**src/rtl/spi_byte_pkg.sv**
```systemverilog
package spi_byte_pkg;
  localparam int REG_W  = 8;
  localparam int ADDR_W = 3;

  localparam logic [ADDR_W-1:0] OFS_MODE = 3'd0;
  localparam logic [ADDR_W-1:0] OFS_RXB  = 3'd1;
  localparam logic [ADDR_W-1:0] OFS_TXB  = 3'd2;
  localparam logic [ADDR_W-1:0] OFS_CTRL = 3'd3;
  localparam logic [ADDR_W-1:0] OFS_STAT = 3'd4;
  localparam logic [ADDR_W-1:0] OFS_DIV  = 3'd6;

  // configuration view of mode[4:0], field order fixed by software
  typedef struct packed {
    logic lead_sample;
    logic enable;
    logic lsb_first;
    logic clk_inv;
    logic loopback;
  } mode_cfg_t;

  localparam int CFG_W = $bits(mode_cfg_t);
endpackage

```
**src/rtl/spi_half_tick.sv**
```systemverilog
module spi_half_tick #(
  parameter int DIV_W = 8
) (
  input  logic             clk,
  input  logic             rst_n,
  input  logic             run,
  input  logic [DIV_W-1:0] div,
  output logic             tick
);
  localparam int CW = DIV_W + 1;

  logic [CW-1:0] cnt_q;
  logic [CW-1:0] limit;

  // half period = 2*(div+1) bus cycles
  assign limit = {div, 1'b1};
  assign tick  = run && (cnt_q == limit);

  always_ff @(posedge clk or negedge rst_n) begin
    if (!rst_n)              cnt_q <= '0;
    else if (!run || tick)   cnt_q <= '0;
    else                     cnt_q <= cnt_q + 1'b1;
  end
endmodule

```
**src/rtl/spi_shift_engine.sv**
```systemverilog
module spi_shift_engine #(
  parameter int DATA_W = 8
) (
  input  logic              clk,
  input  logic              rst_n,
  input  logic              start,
  input  logic [DATA_W-1:0] tx_byte,
  input  logic              lead,
  input  logic              lsbf,
  input  logic              loop,
  input  logic              miso,
  input  logic              tick,
  output logic              busy,
  output logic              done,
  output logic [DATA_W-1:0] rx_byte,
  output logic              sck_act,
  output logic              mosi_bit
);
  localparam int EDGES = 2 * DATA_W;
  localparam int EW    = $clog2(EDGES);
  localparam logic [EW-1:0] LAST = EW'(EDGES - 1);

  logic              busy_q, act_q;
  logic [EW-1:0]     edge_q;
  logic [DATA_W-1:0] tx_sh, rx_sh, rx_nxt;
  logic              step, leading, sample, shift, din;

  assign step     = busy_q && tick;
  assign leading  = ~edge_q[0];
  assign mosi_bit = lsbf ? tx_sh[0] : tx_sh[DATA_W-1];
  assign din      = loop ? mosi_bit : miso;
  assign sample   = step && (lead ? leading : ~leading);
  assign shift    = step && (lead ? (~leading && edge_q != LAST)
                                  : (leading && edge_q != '0));

  always_comb begin
    rx_nxt = rx_sh;
    if (sample)
      rx_nxt = lsbf ? {din, rx_sh[DATA_W-1:1]} : {rx_sh[DATA_W-2:0], din};
  end

  assign done    = step && (edge_q == LAST);
  assign rx_byte = rx_nxt;
  assign busy    = busy_q;
  assign sck_act = act_q;

  always_ff @(posedge clk or negedge rst_n) begin
    if (!rst_n) begin
      busy_q <= 1'b0;
      act_q  <= 1'b0;
      edge_q <= '0;
      tx_sh  <= '0;
      rx_sh  <= '0;
    end else if (start && !busy_q) begin
      busy_q <= 1'b1;
      act_q  <= 1'b0;
      edge_q <= '0;
      tx_sh  <= tx_byte;
    end else if (step) begin
      act_q  <= ~act_q;
      edge_q <= edge_q + 1'b1;
      rx_sh  <= rx_nxt;
      if (shift) tx_sh <= lsbf ? (tx_sh >> 1) : (tx_sh << 1);
      if (done)  busy_q <= 1'b0;
    end
  end
endmodule

```
**src/rtl/spi_byte_master.sv**
```systemverilog
module spi_byte_master
  import spi_byte_pkg::*;
#(
  parameter int DIV_W = 8
) (
  input  logic              clk,
  input  logic              rst_n,
  input  logic              bus_valid,
  input  logic              bus_write,
  input  logic [ADDR_W-1:0] bus_addr,
  input  logic [REG_W-1:0]  bus_wdata,
  output logic              rd_valid,
  output logic [REG_W-1:0]  rd_data,
  output logic              sck,
  output logic              mosi,
  input  logic              miso,
  output logic              irq
);
  logic [REG_W-1:0] mode_q, txb_q, rxb_q;
  logic [DIV_W-1:0] div_q;
  logic             ready_q;
  mode_cfg_t        cfg;

  logic wr, rd, start_go;
  logic eng_busy, eng_done, eng_act, eng_bit, tick;
  logic [REG_W-1:0] eng_rx;

  assign cfg      = mode_cfg_t'(mode_q[CFG_W-1:0]);
  assign wr       = bus_valid && bus_write;
  assign rd       = bus_valid && !bus_write;
  assign start_go = wr && bus_addr == OFS_CTRL && bus_wdata[0]
                    && cfg.enable && !eng_busy;

  spi_half_tick #(.DIV_W(DIV_W)) u_tick (
    .clk(clk), .rst_n(rst_n), .run(eng_busy), .div(div_q), .tick(tick)
  );

  spi_shift_engine #(.DATA_W(REG_W)) u_eng (
    .clk(clk), .rst_n(rst_n), .start(start_go), .tx_byte(txb_q),
    .lead(cfg.lead_sample), .lsbf(cfg.lsb_first), .loop(cfg.loopback),
    .miso(miso), .tick(tick), .busy(eng_busy), .done(eng_done),
    .rx_byte(eng_rx), .sck_act(eng_act), .mosi_bit(eng_bit)
  );

  always_ff @(posedge clk or negedge rst_n) begin
    if (!rst_n) begin
      mode_q <= '0;
      txb_q  <= '0;
      div_q  <= '0;
    end else if (wr) begin
      case (bus_addr)
        OFS_MODE: mode_q <= bus_wdata;
        OFS_TXB:  txb_q  <= bus_wdata;
        OFS_DIV:  div_q  <= bus_wdata[DIV_W-1:0];
        default:  ;
      endcase
    end
  end

  always_ff @(posedge clk or negedge rst_n) begin
    if (!rst_n) begin
      rxb_q   <= '0;
      ready_q <= 1'b0;
    end else if (eng_done) begin
      rxb_q   <= eng_rx;
      ready_q <= 1'b1;
    end else if (start_go || (rd && bus_addr == OFS_RXB)) begin
      ready_q <= 1'b0;
    end
  end

  always_ff @(posedge clk or negedge rst_n) begin
    if (!rst_n) begin
      rd_valid <= 1'b0;
      rd_data  <= '0;
    end else begin
      rd_valid <= rd;
      if (rd) begin
        case (bus_addr)
          OFS_MODE: rd_data <= mode_q;
          OFS_RXB:  rd_data <= rxb_q;
          OFS_TXB:  rd_data <= txb_q;
          OFS_STAT: rd_data <= {{(REG_W-2){1'b0}}, eng_busy, ready_q};
          OFS_DIV:  rd_data <= REG_W'(div_q);
          default:  rd_data <= '0;
        endcase
      end
    end
  end

  assign sck  = cfg.enable ? (cfg.clk_inv ^ eng_act) : cfg.clk_inv;
  assign mosi = cfg.enable && eng_busy && eng_bit;
  assign irq  = ready_q;
endmodule

```
**config.mk**
```make
export PLATFORM = sky130hd
export DESIGN_NAME = spi_byte_master
export DESIGN_NICKNAME = d
export VERILOG_FILES = /design/src/rtl/spi_byte_pkg.sv /design/src/rtl/spi_half_tick.sv /design/src/rtl/spi_shift_engine.sv /design/src/rtl/spi_byte_master.sv
export SDC_FILE = /design/constraint.sdc
export NUM_CORES = 1
export LEC_CHECK = 0
export ABC_AREA = 0
export ABC_CLOCK_PERIOD_IN_PS = 3300
export BUFFER_PORTS_ARGS = -buffer_cell sky130_fd_sc_hd__buf_2
export CAP_MARGIN = 20
export CORE_MARGIN = 8
export CORE_UTILIZATION = 30
export CTS_CLUSTER_DIAMETER = 100
export DETAILED_ROUTE_END_ITERATION = 7
export GPL_TIMING_DRIVEN = 0
export SYNTH_ARGS = -nofsm -noshare
export SYNTH_HDL_FRONTEND = slang
export SYNTH_SLANG_ARGS = --single-unit
export TNS_END_PERCENT = 50
```
**constraint.sdc**
```tcl
create_clock -name clk -period 3.3 [get_ports clk]
set_input_delay 0.33 -clock clk [delete_from_list [all_inputs] [get_ports clk]]
set_output_delay 0.33 -clock clk [all_outputs]
set_load 0.01 [all_outputs]
```
# Word-level counts from Yosys, hierarchy flattened
# Cells that the tools add are included.
# W data, S select, Z words.
# totals
reg_bits	73
input_bits	16
output_inout_bits	12
word_cells	82
# op_classes
addsub	2
eq_ne	8
muxes	22
bitwise_logic	4
reduce_logical	33
# op_table
cell	n
$mux W8	6
$pmux W8 S5	1
$logic_and A1 B1 Y1	17
$mux W1	12
$reduce_and A2 Y1	6
$add A9 B1 Y9 const B	1
$eq A9 B9 Y1	1
$mux W9	1
$mux W4	2
$reduce_bool A2 Y1	4
$eq A3 B2 Y1 const B	2
$eq A3 B3 Y1 const B	2
$add A4 B1 Y4 const B	1
$eq A4 B4 Y1 const B	1
$ne A4 B4 Y1 const B	1
$reduce_bool A4 Y1	1
$eq A3 B1 Y1 const B	1
$logic_not A3 Y1	1
$not A1 Y1	3
$logic_not A1 Y1	2
$logic_or A1 B1 Y1	2
$xor A1 B1 Y1	1

# Longest topological paths before layout
# Gate-level depths: netlist (run 1).
# depth
ltp_word	8
ltp_mapped	8
depth_no_buf	7

# By module
# Synthesis (run 1) repeated with hierarchy kept, for this count alone.
# unflattened
cells_unflattened	324
area_unflattened_um2	3701.0
# modules_own_cells
mod	instances	cells_each	area_per_inst_um2
spi_byte_master	1	141	1981.9
spi_shift_engine	1	132	1217.4
spi_half_tick	1	51	501.7

# Worst setup path after synthesis (run 1)
# Ideal clock, no wire load.
# synth_timing
path_type	reg-to-reg
startpoint	register div_q[7]
endpoint	register u_eng.tx_sh[0]
setup_ns	0.127
t_arrival_ns	2.167
t_required_ns	3.173
setup_slack_ns	1.006
stages_incl_launch_ff	6
n_path_buf	1
cell_sequence	dfrtp_1 -> xor2_1 -> or4b_4 -> or4b_4 -> buf_6 -> a311o_2
# synth_between
elab_chain_cells	6
elab_cells_between_ends	7
cone_classes	eq/ne (1); reduce/logical (6)
# synth_lines
element	line	text
start, declared	spi_byte_master.sv:20	logic [DIV_W-1:0] div_q;
start signal, assigned	spi_byte_master.sv:54	OFS_DIV: div_q <= bus_wdata[DIV_W-1:0];
$eq A9 B9 Y1 *	spi_half_tick.sv:17	assign tick = run && (cnt_q == limit);
$logic_and A1 B1 Y1 *	spi_half_tick.sv:17	
$logic_and A1 B1 Y1 *	spi_shift_engine.sv:28	assign step = busy_q && tick;
$logic_and A1 B1 Y1	spi_shift_engine.sv:33	assign shift = step && (lead ? (~leading && edge_q != LAST)
$reduce_bool A2 Y1 (no source line)	--	
$reduce_and A2 Y1 (no source line) *	--	
end signal, assigned	spi_shift_engine.sv:58	tx_sh <= tx_byte;
end signal, assigned	spi_shift_engine.sv:63	if (shift) tx_sh <= lsbf ? (tx_sh >> 1) : (tx_sh << 1);
end, declared	spi_shift_engine.sv:25	logic [DATA_W-1:0] tx_sh, rx_sh, rx_nxt;
# Mark *: on every way between the ends. The rest lies on a longest branch, timed or not.
# A chain may end at the register's enable or synchronous reset.

# Worst setup path in the final report (run 1)
# layout_timing
startpoint	register div_q[7]
endpoint	register u_eng.tx_sh[3]
# Same word-level chain as after synthesis.

==> impl_metrics.yaml, run 1 <==
logic_synthesis:
  synth.yosys.seq_area_share_pct: 50.0
  yosys.cell_count.top_type: "dfrtp_1"
  yosys-top-cells-area: "dfrtp_1 (50%), mux2_2 (14%), nor2_1 (3.9%)"
  synth-edff-count: 0
  synth_top_area_cell: "dfrtp_1"
  synth.yosys.warnings: 0
  avgSynthCellArea_sq_um: 11.1
  synth.cell_area_sq_um: 3660
  async_flop_share_pct: 100
  synth_top_area_share_pct: 50.0
  syn_nets: 347
  synthTopCellsByCount: "dfrtp_1 (73), mux2_2 (46), nor2_1 (38)"
  synth-seq-cells: 73
  post_synth_num_cell_types: 43
  synth_cells: 328
  ys.flop_type: "dfrtp_1"
global_routing:
  grt_pass1_vias: 2767
  grt_pass1_wl_mm: 14.8
  grt_max_degree: 53
  antenna_found_initial: 0
  grt_overflow: 0
  grt_util_all_layers_pct: 11.6
placed_design:
  gp_congestion: 0.829
  dp.cells: 502
  place_hpwl_mm: 6.68
  place_ws_ps: 707
  port_buffers: 25
  dpl-instance-area_sq_um: 4000
route:
  drtIter0Drc: 200
  routed_wirelength_mm: 8.88
  antenna_left: 0
  drtPass1Iterations: 4
  post-route-drc-count: 0
  via_per_inst: 5.09
  routedWlPerCell_um: 17.2
  vias: 2629
timing:
  skew_ps: 4.58
  hold_viol_final: 0
  maxSlewViolCount: 0
  slew_headroom_pct: 34.4
  rsz0062_at_grt: "false"
  fin_crit_ps: 2460
  period_share_pct: 74.5
  worst_slack_ps: 841
  setup-tns-final_ps: 0
  worst_pin_slew_ps: 976
  timing.fmax_ghz: 0.407
  finalSetupViolCount: 0
  whs_ps: 270
pwr:
  power_density_nw_per_um2: 633
  irDropWorstVdd_uv: 269
  p_leak_uw: 0.00190
die:
  core_sq_um: 12000
  die_area_sq_um: 16000
  die_w_um: 126
  num_io_pins: 28
  die_h_um: 126
  rows: 40
  start_util_pct: 30.6
layout:
  final_nets: 386
  instances_no_fill: 517
  design_area_sq_um: 4300
  drive_above_1_share_pct: 27.6
  n_antenna_cell: 0
  area_delta_synth_final_pct: 17.5
clock_network:
  cts.clk_slew.worst_paths_ps: 60
  cts.path.max_buffers: 2
  cts.sinks: 73
  clock_latency_ps: 320
  root_buffer: "clkbuf_16"
  cts_tree: "done"
  numCtsBuffers: 9
  h-tree-depth: 3
  cts-resized-gates: 0
job:
  maxCapViolCount: 0
worst_setup_path:
  critical_path_class: "flop to flop"
  cp-start-kind: "flop"
  cp.required_ps: 3560
  worstPathArrival_ps: 2720
  path_max_fanout: 5
  cp-end-kind: "flop"
worst_hold_path:
  hold_class: "input port to flop"
outcome:
  status: "complete, no violations"
[flip-flops by register name, summed over array words and instances, names as in the netlist]
name and cells:
rd_data 8, mode_q 8, div_q 8, txb_q 8
rxb_q 8, u_tick.cnt_q 9, u_eng.tx_sh 8, u_eng.sck_act 1
u_eng.busy 1, irq 1, rd_valid 1, u_eng.rx_sh 8
u_eng.edge_q 4
[layout by cell type, fill, tap and decap left out, types with 2 or more instances in the layout]
cell type and count:
xor2_1 9, or4b_4 2, nand4_1 3, a32o_1 2
buf_4 2, and4_1 2, nor2b_1 4, and2_1 5
o21ai_0 10, a31oi_1 3, clkbuf_1 15, or3_1 2
a21oi_1 11, a311o_2 2, a211o_1 2, nand2_1 16
o21a_1 2, inv_1 11, nand2b_1 2, nand3_1 12
clkinv_2 3, o211ai_1 2, nor2_1 38, clkbuf_16 9
dfrtp_1 73, ha_1 3, buf_2 24, a22o_1 4
mux2i_1 12, xnor2_1 10, nor3_1 3, mux2_2 46
a2111oi_0 4, a221o_2 5
[metrics by stage]
stage	utilization, %	power (uW)
floorplan	-	1590
CTS	35.9	2740
global route	35.9	2870
detailed placement	33.5	1780
finish	35.9	2720
global placement	33.1	1760
[critical path, cell delays in order, from the launching register on]
cell,delay [ps]
dfrtp_1,410
xor2_1,180
or4b_4,560
or4b_4,600
a2111oi_0,450
a221o_2,190
[cell type report]
type	count	area [sq um]
Clock buffer	10	239
Inverter	11	41.3
Buffer	16	67.6
Multi-Input combinational cell	228	1720
Timing Repair Buffer	28	173
Clock inverter	4	45.0
Fill cell	1179	7660
Tap cell	147	184
Sequential cell	73	1830
[layer usage]
layer  share of wire (%)  routed length, um  global-route usage, %  up-vias
li1                    -                  -                      -     1244
met1                  50               4430                   15.7     1328
met2                  46               4050                   18.1       52
met3                 3.7                329                   2.68        5
met4                0.77                 68                   3.40        0
met5                   0                  0                      0        -
[kinds of logic (layout without fill, tap and decap cells)]
group	count (synthesis)	after routing	share of synthesized area [%]
mux	58	58	17.5
buf+inv	27	69	2.98
fa+ha+maj	3	3	1.03
simple gates	98	98	13.6
compound gates	50	50	10.5
flops	73	73	50.0
xor+xnor	19	19	4.55
[power breakdown]
group	switching, uW	internal [uW]
Combinational	273	274
Sequential	160	1060
Clock	358	593
Total	792	1930
[path summary, 6_finish.rpt]
check                                  startpoint                          end  slack (ps)  cells past startpoint
min                                  bus_wdata[6]        mode_q[6]$_DFFE_PN0P_         270                      2
max                          div_q[7]$_DFFE_PN0P_   u_eng.tx_sh[3]$_DFFE_PN0P_         840                      5
min reg2reg                rd_data[6]$_DFFE_PN0P_       rd_data[6]$_DFFE_PN0P_         500                      1
max in group asynchronous                   rst_n         rxb_q[7]$_DFFE_PN0P_        2290                      3
max reg2reg                  div_q[7]$_DFFE_PN0P_   u_eng.tx_sh[3]$_DFFE_PN0P_         840                      5
min in group asynchronous                   rst_n  u_eng.edge_q[1]$_DFFE_PN0P_         470                      2
[timing repair]
item,CTS,global route
hold buffers,1,0
setup buffers,0,0
setup endpoints to repair,0,0
hold endpoints to repair,21,0
Power figures use the tool's default switching activity.
==> run 2, diff against run 1 <==
- ABC_CLOCK_PERIOD_IN_PS: 3300 -> 2100
- clock period: 3.3 -> 2.1 ns (I/O delays scaled with it)
==> impl_metrics.yaml, run 2 (same netlist as run 1, synthesis figures left out) <==
outcome:
  status: "finished with violations"
  violations: "negative setup slack"
timing:
  skew_ps: 4.40
  maxSlewViolCount: 0
  period_share_pct: 112
  timing.fmax_ghz: 0.424
  rsz0062_at_grt: "true"
  worst_pin_slew_ps: 892
  slew_headroom_pct: 40.0
  setup-tns-final_ps: -2160
  finalSetupViolCount: 16
  worst_slack_ps: -257
  fin_crit_ps: 2360
  hold_viol_final: 0
layout:
  area_delta_synth_final_pct: 22.1
  fill_cells: 1137
  layout_common_cells: "dfrtp_1 (73), mux2_2 (46), nor2_1 (38)"
  largest_reg_flops: 9
  drive_above_1_share_pct: 32.0
  n_antenna_cell: 0
  final_nets: 392
  regArea_sq_um: 1830
  final_common_cell: "dfrtp_1"
  multi_input_area_sq_um: 1780
  top_register: "u_tick.cnt_q"
placed_design:
  port_buffers: 25
  gp_congestion: 0.800
  place_ws_ps: -336
  place_hpwl_mm: 6.56
die:
  core_sq_um: 12000
  start_util_pct: 30.6
  die_area_sq_um: 16000
  die_w_um: 126
  die_h_um: 126
  rows: 40
  num_io_pins: 28
route:
  drtIter0Drc: 162
  vias: 2673
  via_per_inst: 5.09
  drtPass1Iterations: 4
  post-route-drc-count: 0
  routed_wirelength_mm: 8.88
  antenna_left: 0
  routedWlPerCell_um: 16.9
pwr:
  p_leak_uw: 0.00198
  power.total_uw: 4610
  power_density_nw_per_um2: 1030
  irDropWorstVdd_uv: 619
clock_network:
  cts.clk_slew.worst_paths_ps: 60
  h-tree-depth: 3
  cts.sinks: 73
  clock_latency_ps: 330
  root_buffer: "clkbuf_16"
  cts.path.max_buffers: 2
  numCtsBuffers: 9
  cts_tree: "done"
worst_setup_path:
  rrSetupSlack_ps: -260
  cp.required_ps: 2310
  path_max_fanout: 6
  r2r_start: "div_q[7]$_DFFE_PN0P_"
  cp-end-kind: "flop"
  cp-start-kind: "flop"
  rr_worst_depth: 5
  critical_path_class: "flop to flop"
  worstPathArrival_ps: 2570
  reg2reg_to: "u_eng.tx_sh[3]$_DFFE_PN0P_"
global_routing:
  grt_overflow: 0
  antenna_found_initial: 0
  grt_pass1_vias: 2746
  grt_max_degree: 60
  grt_util_all_layers_pct: 11.6
  grt_pass1_wl_mm: 14.8
worst_hold_path:
  hold_path_depth: 2
  whs_endpoint: "div_q[6]$_DFFE_PN0P_"
  hold_class: "input port to flop"
  hp-start: "bus_wdata[6]"
job:
  maxCapViolCount: 0
-- run 2: cell count changes in the layout (fill, tap and decap cells not counted), sizes merged --
cell    change
buf         +7
bufinv      +2
clkbuf      -1
-- run 2: metrics by stage --
step	cell area, sq um	cells	hold WS (ps)	utilization (%)
after detailed placement	4000	501	94.1	33.4
after global routing	4470	525	144	37.3
final	4470	525	138	37.3
after global placement	3970	500	472	33.1
after CTS	4430	524	135	37.0
after floorplan	3660	328	-85.6	-
-- run 2: layout make-up --
| cell class | count | area share, % |
|---|---|---|
| sequential | 73 | 40.9 |
| multi-input combinational | 228 | 39.8 |
| clock buffer | 10 | 5.35 |
| timing repair buffer | 35 | 5.13 |
| tap | 147 | 4.12 |
| clock inverter | 6 | 2.35 |
| buffer | 15 | 1.46 |
| inverter | 11 | 0.925 |
-- run 2: metal layers --
metal	share of wire, %	up-vias	wire [um]	GRT usage, %
li1	-	1272	-	-
met1	48	1332	4300	15.3
met2	46	57	4090	18.1
met3	4.2	12	372	3.31
met4	1.3	0	118	3.33
met5	0	-	0	0
-- run 2: worst max-delay path by stage --
stage	end	startpoint	slack, ps	cells past startpoint
detailed placement	u_eng.tx_sh[4]$_DFFE_PN0P_	bus_addr[1]	-340	6
global placement	mode_q[2]$_DFFE_PN0P_	bus_addr[0]	-490	4
floorplan	u_eng.tx_sh[2]$_DFFE_PN0P_	u_tick.cnt_q[6]$_DFF_PN0_	-150	5
global route	u_eng.tx_sh[3]$_DFFE_PN0P_	div_q[7]$_DFFE_PN0P_	-300	5
CTS	u_eng.tx_sh[3]$_DFFE_PN0P_	div_q[7]$_DFFE_PN0P_	-260	5
finish	u_eng.tx_sh[3]$_DFFE_PN0P_	div_q[7]$_DFFE_PN0P_	-260	5
-- run 2: where the power goes --
group          internal (uW)  switching [uW]  leakage (uW)
Combinational            456             472      0.000892
Sequential              1670             243      0.000919
Clock                   1190             587      0.000172
-- run 2: critical path, cell delays in order (launching register included) --
cell,delay [ps]
dfrtp_1,400
xor2_1,160
or4b_4,560
or4b_4,620
buf_6,170
a221o_2,330
-- run 2: repair_timing --
action / 4_1_cts / 5_1_grt
pin swaps: 4 / 2
endpoints found under the setup margin: 25 / 37
gates resized for setup: 10 / 6
hold endpoints to repair: 14 / 0
hold buffers: 1 / 0
cloned: 1 / 0
buffers inserted: 6 / 1
==> run 3, diff against run 2 <==
- CORE_MARGIN: 8 -> default
==> impl_metrics.yaml, run 3 (same netlist as run 1, synthesis figures left out) <==
job:
  maxCapViolCount: 0
global_routing:
  antenna_found_initial: 0
  grt_max_degree: 60
  grt_pass1_vias: 2711
  grt_overflow: 0
  grt_pass1_wl_mm: 14.7
  grt_util_all_layers_pct: 15.1
timing:
  slew_headroom_pct: 37.6
  finalSetupViolCount: 16
  setup-tns-final_ps: -1940
  worst_pin_slew_ps: 931
  whs_ps: 140
  timing.fmax_ghz: 0.424
  fin_crit_ps: 2360
  maxSlewViolCount: 0
  hold_viol_final: 0
  skew_ps: 7.93
  period_share_pct: 112
  worst_slack_ps: -259
  rsz0062_at_grt: "true"
pwr:
  irDropWorstVdd_uv: 417
  power.total_uw: 4460
  p_leak_uw: 0.00199
  power_density_nw_per_um2: 996
die:
  core_sq_um: 11700
  num_io_pins: 28
  rows: 39
  die_area_sq_um: 12600
  start_util_pct: 31.3
  die_h_um: 112
  die_w_um: 112
clock_network:
  numCtsBuffers: 9
  cts.sinks: 73
  root_buffer: "clkbuf_16"
  h-tree-depth: 3
  cts_tree: "done"
  clock_latency_ps: 330
  cts.clk_slew.worst_paths_ps: 60
  cts.path.max_buffers: 2
worst_setup_path:
  cpMaxStageDelayCell: "or4b_4"
  cp-start-kind: "flop"
  cp.required_ps: 2310
  crit_path_end: "u_eng.tx_sh[4]$_DFFE_PN0P_"
  critical_path_class: "flop to flop"
  reg2reg_to: "u_eng.tx_sh[4]$_DFFE_PN0P_"
  cpPeakStageDelay_ps: 630
  crit_top_cell: "or4b_4"
  cp_cell_sequence: "xor2_1, or4b_4, or4b_4, buf_8, a221o_2"
  critPathLaunch: "div_q[7]$_DFFE_PN0P_"
  r2r_start: "div_q[7]$_DFFE_PN0P_"
  rr_worst_depth: 5
  worstPathArrival_ps: 2570
  rrSetupSlack_ps: -260
  cp-end-kind: "flop"
  path_max_fanout: 6
layout:
  design_area_sq_um: 4480
  top_register: "u_tick.cnt_q"
  n_antenna_cell: 0
  final_common_cell: "dfrtp_1"
  drive_above_1_share_pct: 32.2
  largest_reg_flops: 9
  fill_cells: 1104
  layout_common_cells: "dfrtp_1 (73), mux2_2 (46), nor2_1 (38)"
  area_delta_synth_final_pct: 22.4
  final_nets: 396
route:
  routed_wirelength_mm: 8.89
  antenna_left: 0
  drtPass1Iterations: 4
  drtIter0Drc: 125
  post-route-drc-count: 0
  vias: 2701
  routedWlPerCell_um: 16.9
  via_per_inst: 5.14
placed_design:
  gp_congestion: 0.819
  place_ws_ps: -441
  port_buffers: 25
  place_hpwl_mm: 6.34
  dpl-instance-area_sq_um: 4000
worst_hold_path:
  hold_class: "input port to flop"
outcome:
  status: "finished with violations"
  violations: "negative setup slack"
## run 3: worst min-delay path by stage
| stage | startpoint | to | slack (ps) | cells past startpoint |
|---|---|---|---|---|
| after floorplan | rst_n | div_q[0]$_DFFE_PN0P_ | -90 | 0 |
| after global placement | bus_wdata[6] | div_q[6]$_DFFE_PN0P_ | 480 | 2 |
| after detailed placement | rst_n | u_eng.edge_q[0]$_DFFE_PN0P_ | 90 | 1 |
| after CTS | bus_wdata[6] | mode_q[6]$_DFFE_PN0P_ | 130 | 2 |
| after global routing | bus_wdata[4] | div_q[4]$_DFFE_PN0P_ | 150 | 2 |
| final | bus_wdata[6] | mode_q[6]$_DFFE_PN0P_ | 140 | 2 |
## run 3: worst max-delay path, delay by kind of cell (launching register included)
kind                      cells  cell delay [ps]
and+or+nand+nor               2             1180
DFF                           1              400
AOI/OAI and AO/OA             1              330
buffers and inverters         1              170
xor gates and xnor gates      1              160
## run 3: metrics by stage
| step | instances | util [%] |
|---|---|---|
| 2_1_floorplan | 328 | - |
| 3_3_place_gp | 496 | 34.0 |
| 3_5_place_dp | 497 | 34.3 |
| 4_1_cts | 523 | 38.0 |
| 5_1_grt | 525 | 38.4 |
| 6_report | 525 | 38.4 |
## run 3: area by class of cell
class / instances / area [sq um] / area share [%]
sequential: 73 / 1830 / 40.8
buffer: 15 / 68.8 / 1.54
clock inverter: 6 / 82.6 / 1.85
inverter: 11 / 41.3 / 0.923
timing repair buffer: 39 / 275 / 6.15
clock buffer: 10 / 229 / 5.12
tap: 143 / 179 / 4.00
multi-input combinational: 228 / 1770 / 39.6
## run 3: power by group
part | internal [uW] | switching [uW]
clock network | 1030 | 581
logic | 463 | 457
registers | 1670 | 254
total | 3170 | 1290
## run 3: repair_timing
item                       CTS  global route
hold buffers                 1             0
pin swaps                    5             2
hold endpoints to repair    14             0
buffers inserted             9             2
cloned                       1             0
setup endpoints to repair   37            35
gates resized for setup      9             7
## run 3: metal layers
layer | GRT usage [%] | vias to the layer above | wire length [um] | part of all wire (%)
met5 | 0 | - | 0 | 0
met4 | 4.09 | 0 | 82 | 0.92
met3 | 3.19 | 7 | 450 | 5.1
met2 | 24.4 | 58 | 4240 | 48
met1 | 20.5 | 1369 | 4120 | 46
li1 | - | 1267 | - | -
